## config.mk

```make
export PLATFORM = sky130hd
export DESIGN_NAME = vlen_resolve
export DESIGN_NICKNAME = d
export VERILOG_FILES = /design/src/rtl/vlr_pkg.sv /design/src/rtl/vlr_len_reg.sv /design/src/rtl/vlr_clamp.sv /design/src/rtl/vlr_round_down.sv /design/src/rtl/vlen_resolve.sv
export SDC_FILE = /design/constraint.sdc
export NUM_CORES = 1
export LEC_CHECK = 0
export ABC_AREA = 1
export BUFFER_PORTS_ARGS = -buffer_cell sky130_fd_sc_hd__buf_2
export CAP_MARGIN = 20
export CORE_MARGIN = 8
export CORE_UTILIZATION = 27
export CTS_BUF_LIST = sky130_fd_sc_hd__clkbuf_8
export DETAILED_ROUTE_END_ITERATION = 12
export GPL_ROUTABILITY_DRIVEN = 0
export GPL_TIMING_DRIVEN = 0
export PLACE_DENSITY = 0.78
export RECOVER_POWER = 25
export SLEW_MARGIN = 20
export SYNTH_ARGS = -nofsm -noshare
export SYNTH_HDL_FRONTEND = slang
export SYNTH_SLANG_ARGS = --single-unit
```

## constraint.sdc

```tcl
create_clock -name clk -period 2.6 [get_ports clk]
set_input_delay 0.52 -clock clk [delete_from_list [all_inputs] [get_ports clk]]
set_output_delay 0.52 -clock clk [all_outputs]
set_load 0.05 [all_outputs]
```

## src/rtl/vlr_pkg.sv

```systemverilog
package vlr_pkg;
   localparam int REG_W     = 64;
   localparam int LEN_W     = 4;
   localparam int CODE_W    = 3;
   localparam int NUM_CODES = 5;
   localparam int BITS_W    = 12;
   localparam int BASE_BITS = 128;

   function automatic logic [CODE_W-1:0] sat_code(input logic [CODE_W-1:0] c);
      if (c > CODE_W'(NUM_CODES - 1)) return CODE_W'(NUM_CODES - 1);
      return c;
   endfunction
endpackage

```

## src/rtl/vlr_len_reg.sv

```systemverilog
module vlr_len_reg #(
   parameter int REG_W = 64,
   parameter int LEN_W = 4
) (
   input  logic             clk,
   input  logic             rst,
   input  logic             wr_en,
   input  logic [REG_W-1:0] wr_data,
   output logic [LEN_W-1:0] len_q,
   output logic [REG_W-1:0] rd_data
);
   localparam int PAD_W = REG_W - LEN_W;

   logic unused_hi;
   assign unused_hi = ^wr_data[REG_W-1:LEN_W];

   always_ff @(posedge clk) begin
      if (rst)        len_q <= '0;
      else if (wr_en) len_q <= wr_data[LEN_W-1:0];
   end

   assign rd_data = {{PAD_W{1'b0}}, len_q};
endmodule

```

## src/rtl/vlr_clamp.sv

```systemverilog
module vlr_clamp #(
   parameter int LEN_W     = 4,
   parameter int CODE_W    = 3,
   parameter int NUM_CODES = 5
) (
   input  logic [LEN_W-1:0]  len,
   input  logic              hp_present,
   input  logic [CODE_W-1:0] hp_code,
   output logic [CODE_W-1:0] req_code,
   output logic              use_hp
);
   localparam int U_W = LEN_W + 1;

   logic [U_W-1:0] units;
   logic [U_W-1:0] hp_units;

   assign units    = U_W'(len) + U_W'(1);
   assign hp_units = U_W'(1) << hp_code;
   assign use_hp   = hp_present && (units > hp_units);

   always_comb begin
      req_code = '0;
      for (int i = 0; i < U_W; i++)
         if (units[i]) req_code = CODE_W'(i);
      if (req_code > CODE_W'(NUM_CODES - 1)) req_code = CODE_W'(NUM_CODES - 1);
   end
endmodule

```

## src/rtl/vlr_round_down.sv

```systemverilog
module vlr_round_down #(
   parameter int NUM_CODES = 5,
   parameter int MAX_LOG2  = 4,
   parameter int CODE_W    = 3
) (
   input  logic [NUM_CODES-1:0] mask_in,
   input  logic [CODE_W-1:0]    limit,
   output logic [NUM_CODES-1:0] mask_eff,
   output logic [CODE_W-1:0]    out_code
);
   for (genvar g = 0; g < NUM_CODES; g++) begin : g_mask
      if (g == 0) begin : g_base
         assign mask_eff[g] = 1'b1;
      end else if (g <= MAX_LOG2) begin : g_impl
         assign mask_eff[g] = mask_in[g];
      end else begin : g_absent
         assign mask_eff[g] = 1'b0;
      end
   end

   logic unused_mask;
   assign unused_mask = mask_in[0];

   always_comb begin
      out_code = '0;
      for (int i = 0; i < NUM_CODES; i++)
         if (mask_eff[i] && (CODE_W'(i) <= limit)) out_code = CODE_W'(i);
   end
endmodule

```

## src/rtl/vlen_resolve.sv

```systemverilog
module vlen_resolve
   import vlr_pkg::*;
#(
   parameter int MAX_LOG2 = 4
) (
   input  logic                 clk,
   input  logic                 rst,
   input  logic                 wr_en,
   input  logic [REG_W-1:0]     wr_data,
   output logic [REG_W-1:0]     rd_data,
   input  logic                 hp_present,
   input  logic [CODE_W-1:0]    hp_code,
   input  logic [NUM_CODES-1:0] sup_mask,
   input  logic                 stream_en,
   input  logic [CODE_W-1:0]    stream_code,
   output logic [CODE_W-1:0]    eff_code,
   output logic [BITS_W-1:0]    eff_bits
);
   if (MAX_LOG2 < 0 || MAX_LOG2 > NUM_CODES - 1) begin : g_bad_max
      $error("MAX_LOG2 out of range");
   end
   if ((BASE_BITS << (NUM_CODES - 1)) >= (1 << BITS_W)) begin : g_bad_bits
      $error("BITS_W too narrow");
   end

   logic [LEN_W-1:0]     len_q;
   logic [CODE_W-1:0]    hp_sat, st_sat, req_code, rnd_code, ns_code;
   logic [NUM_CODES-1:0] mask_eff;
   logic                 use_hp;

   assign hp_sat = sat_code(hp_code);
   assign st_sat = sat_code(stream_code);

   vlr_len_reg #(.REG_W(REG_W), .LEN_W(LEN_W)) u_reg (
      .clk(clk), .rst(rst), .wr_en(wr_en), .wr_data(wr_data),
      .len_q(len_q), .rd_data(rd_data)
   );

   vlr_clamp #(.LEN_W(LEN_W), .CODE_W(CODE_W), .NUM_CODES(NUM_CODES)) u_clamp (
      .len(len_q), .hp_present(hp_present), .hp_code(hp_sat),
      .req_code(req_code), .use_hp(use_hp)
   );

   vlr_round_down #(.NUM_CODES(NUM_CODES), .MAX_LOG2(MAX_LOG2), .CODE_W(CODE_W)) u_round (
      .mask_in(sup_mask), .limit(req_code), .mask_eff(mask_eff), .out_code(rnd_code)
   );

   assign ns_code  = use_hp ? hp_sat : rnd_code;
   assign eff_code = stream_en ? st_sat : ns_code;
   assign eff_bits = BITS_W'(BASE_BITS) << eff_code;


   rd_hi_zero_chk: assert property (@(posedge clk) disable iff (rst)
      rd_data[REG_W-1:LEN_W] == '0);

   hold_no_write_chk: assert property (@(posedge clk) disable iff (rst)
      !wr_en |=> $stable(rd_data));

   write_lands_chk: assert property (@(posedge clk) disable iff (rst)
      wr_en |=> rd_data[LEN_W-1:0] == $past(wr_data[LEN_W-1:0]));

   round_not_above_chk: assert property (@(posedge clk) disable iff (rst)
      rnd_code <= req_code);

   round_supported_chk: assert property (@(posedge clk) disable iff (rst)
      mask_eff[rnd_code] == 1'b1);

   clamp_within_limit_chk: assert property (@(posedge clk) disable iff (rst)
      (hp_present && !stream_en) |-> eff_code <= hp_sat);

   stream_pass_chk: assert property (@(posedge clk) disable iff (rst)
      stream_en |-> eff_code == st_sat);

   bits_range_chk: assert property (@(posedge clk) disable iff (rst)
      $countones(eff_bits) == 1 && eff_bits <= BITS_W'(2048));
endmodule

```

==> flow_summary.ini <==
[hold_path]
hold_class = in -> reg
hp-start = rst
holdPathEnd = u_reg.len_q[2]$_SDFFE_PP0P_
hold_depth = 2

[clocking]
clkLatencyLatePin_ns = 0.21
cts.htree.levels = 1
cts_tree = done
root_buffer = clkbuf_8
numCtsBuffers = 3
clk_path_buf_depth = 2
clkSinkCount = 4
clk_pin_slew_ns = 0.04
cts_hold_buf = 0

[yosys]
syn-cell-area_sq_um = 1050
ys_ff_latch = 4
synth_area_per_cell_sq_um = 6.53
synth_ff_type = dfxtp_1
synth_top_area_frac = 0.479
synthTopCellsByArea = buf_4 (48%), nand2_1 (11%), dfxtp_1 (7.6%)
synth-edff-count = 0
synth_common_cells = buf_4 (67), nand2_1 (30), inv_1 (17)
yosysMostFrequentCell = buf_4
syn_inst = 161
yosys_warnings = 0
synth_area_leader_cell = buf_4
ys_seq_area_frac = 0.0762
async_flop_share = 0
ys_types = 21

[cells_and_area]
syn_to_final_growth_pct = 79.8
drive_above_1_share = 0.545
top_regs = u_reg.len_q: 4 flops
largest_reg_flops = 4
finalNonFillerCells = 316
n_antenna_cell = 0
utilization = 0.508
regMostFlops = u_reg.len_q
nets = 355

[pwr]
total_power_uw = 776
peakVddDrop_uv = 170
power.density_nw_per_um2 = 411
p_leak_uw = 0.00113

[floorplanning]
fp.dieW_um = 78.4
io_pins = 159
start_util = 0.283
die_h_um = 78.4
rows = 22
die-area_sq_um = 6140
coreArea_sq_um = 3720

[global_route]
grt_pass1_vias = 1050
antenna_found_initial = 0
grt_remaining_overflow = 0
grt_max_degree = 7
grt_pass1_wl_mm = 4.53
grt_usage = 0.0862

[placement]
dp_hpwl_mm = 2.51
dp.cells = 305
port_buffers = 30
place_ws_ns = -0.480

[timing]
rsz0062_at_grt = true
setup_ws_ns = -0.270
maxSlewViolCount = 0
fmax_ghz = 0.348
period_needed_ns = 2.87
setup_viol = 8
skew_ns = 0
period_share = 1.10
hold_violations = 0

[routing]
dr_wl_met2_mm = 1.57
routed_wl_mm = 3.01
firstDrtPassIters = 4
drc_errors = 0
detail_route.wl_per_cell_um = 9.51
met1Wirelength_mm = 1.07
antenna_left = 0
topRoutingLayerUsed = met4
via_per_inst = 3.40
vias = 1073
wl_met3_um = 357
first_iter_violations = 17

[worst_setup_path]
required_ns = 2.08
endpoint_kind = primary output
path_class = in -> out
arrival_ns = 2.35
critical_path.max_stage_delay_ns = 0.30
r2r_slack_ns = 1.85
cp-start-kind = primary input
critPathMaxFanout = 4
path_buf_inv = 4
r2r_end = u_reg.len_q[3]$_SDFFE_PP0P_
path_delay_family = simple AND/OR/NAND/NOR gates
cpMostUsedCell = nand2_2
crit_slowest_cell = ha_4
worst-r2r-cell-count = 2
r2r-start = u_reg.len_q[3]$_SDFFE_PP0P_
crit_chain = buf_2 -> nor2_2 -> nand2_1 -> ha_4 -> nand2_4 -> nor2_4 -> nand2_2 -> nand3_2 -> nand2_2 -> nand2_2 -> inv_2 -> nand2_2 -> nand2_4 -> a21oi_4 -> buf_6 -> a21oi_2 -> buf_6

[run_status]
status = finished, violations left
violations = negative setup slack

[flow_run]
maxCapViolCount = 0
[through the flow]
| step | hold WS, ns | TNS (ns) | cell area (sq um) |
|---|---|---|---|
| after floorplan | 0.561 | -0.734 | 1400 |
| after global placement | 0.497 | -2.53 | 1610 |
| after detailed placement | 0.512 | -2.57 | 1610 |
| after CTS | 0.507 | -1.61 | 1810 |
| after global routing | 0.513 | -2.26 | 1890 |
| final | 0.514 | -1.53 | 1890 |
[layout make-up]
class,count,area [sq um]
Timing Repair Buffer,37,287
Tap cell,48,60.1
Multi-Input combinational cell,138,831
Inverter,18,71.3
Clock buffer,3,41.3
Fill cell,376,1830
Sequential cell,4,92.6
Clock inverter,1,3.75
Buffer,67,503
[cells in the final DEF, fill, tap and decap left out, types with 2 or more instances in the layout]
cell type  count
nand2_2       11
buf_8          5
buf_4         72
nand3_1        4
dfxtp_4        3
clkbuf_8       3
nand3_4        2
conb_1        67
nand2_1       20
nor2_1         3
buf_2         21
inv_1         14
ha_1           3
inv_2          4
a21oi_1        4
ha_4           3
nand2_4        3
buf_6          4
a21oi_4        2
nand4_1        3
nor2_4         3
[worst max path at each step]
| stage | startpoint | endpoint | slack, ns | cells after the start |
|---|---|---|---|---|
| detailed placement | hp_code[2] | eff_bits[7] | -0.48 | 16 |
| finish | hp_code[2] | eff_bits[10] | -0.27 | 17 |
| floorplan | u_reg.len_q[0]$_SDFFE_PP0P_ | eff_bits[8] | -0.19 | 15 |
| global placement | hp_code[2] | eff_bits[7] | -0.47 | 16 |
| CTS | u_reg.len_q[1]$_SDFFE_PP0P_ | eff_bits[7] | -0.30 | 17 |
| global route | u_reg.len_q[1]$_SDFFE_PP0P_ | eff_bits[7] | -0.37 | 17 |
[kinds of logic (layout without fill, tap and decap cells)]
kind of cell | count (synthesis) | in the layout | synth area share
compound gates | 11 | 11 | 0.0679
xor+xnor | 1 | 1 | 0.00833
fa+ha+maj | 6 | 6 | 0.0714
buf+inv | 85 | 126 | 0.543
flops | 4 | 4 | 0.0762
other cells | 1 | 67 | 0.00357
simple gates | 53 | 53 | 0.230
[worst register-to-register path, delay by kind of cell, from the launching register on]
kind / cells / cell delay (ns)
compound gates: 1 / 0.23
buf+inv: 1 / 0.07
flops: 1 / 0.36
[timing repair]
item / CTS / global route
setup buffers: 4 / 3
pin swaps: 15 / 11
setup endpoints to repair: 8 / 8
resized for setup: 35 / 13
[metal layers]
| layer | track usage | vias to the layer above |
|---|---|---|
| li1 | - | 580 |
| met1 | 0.0794 | 436 |
| met2 | 0.161 | 55 |
| met3 | 0.0467 | 2 |
| met4 | 0.0222 | 0 |
| met5 | 0 | - |
[power by group]
group | switching (uW) | internal, uW | total, uW
logic | 389 | 179 | 567
clock network | 37.3 | 101 | 138
registers | 5.98 | 64.5 | 70.5
total | 432 | 344 | 776
No activity file was read; power rests on OpenSTA's default activity.
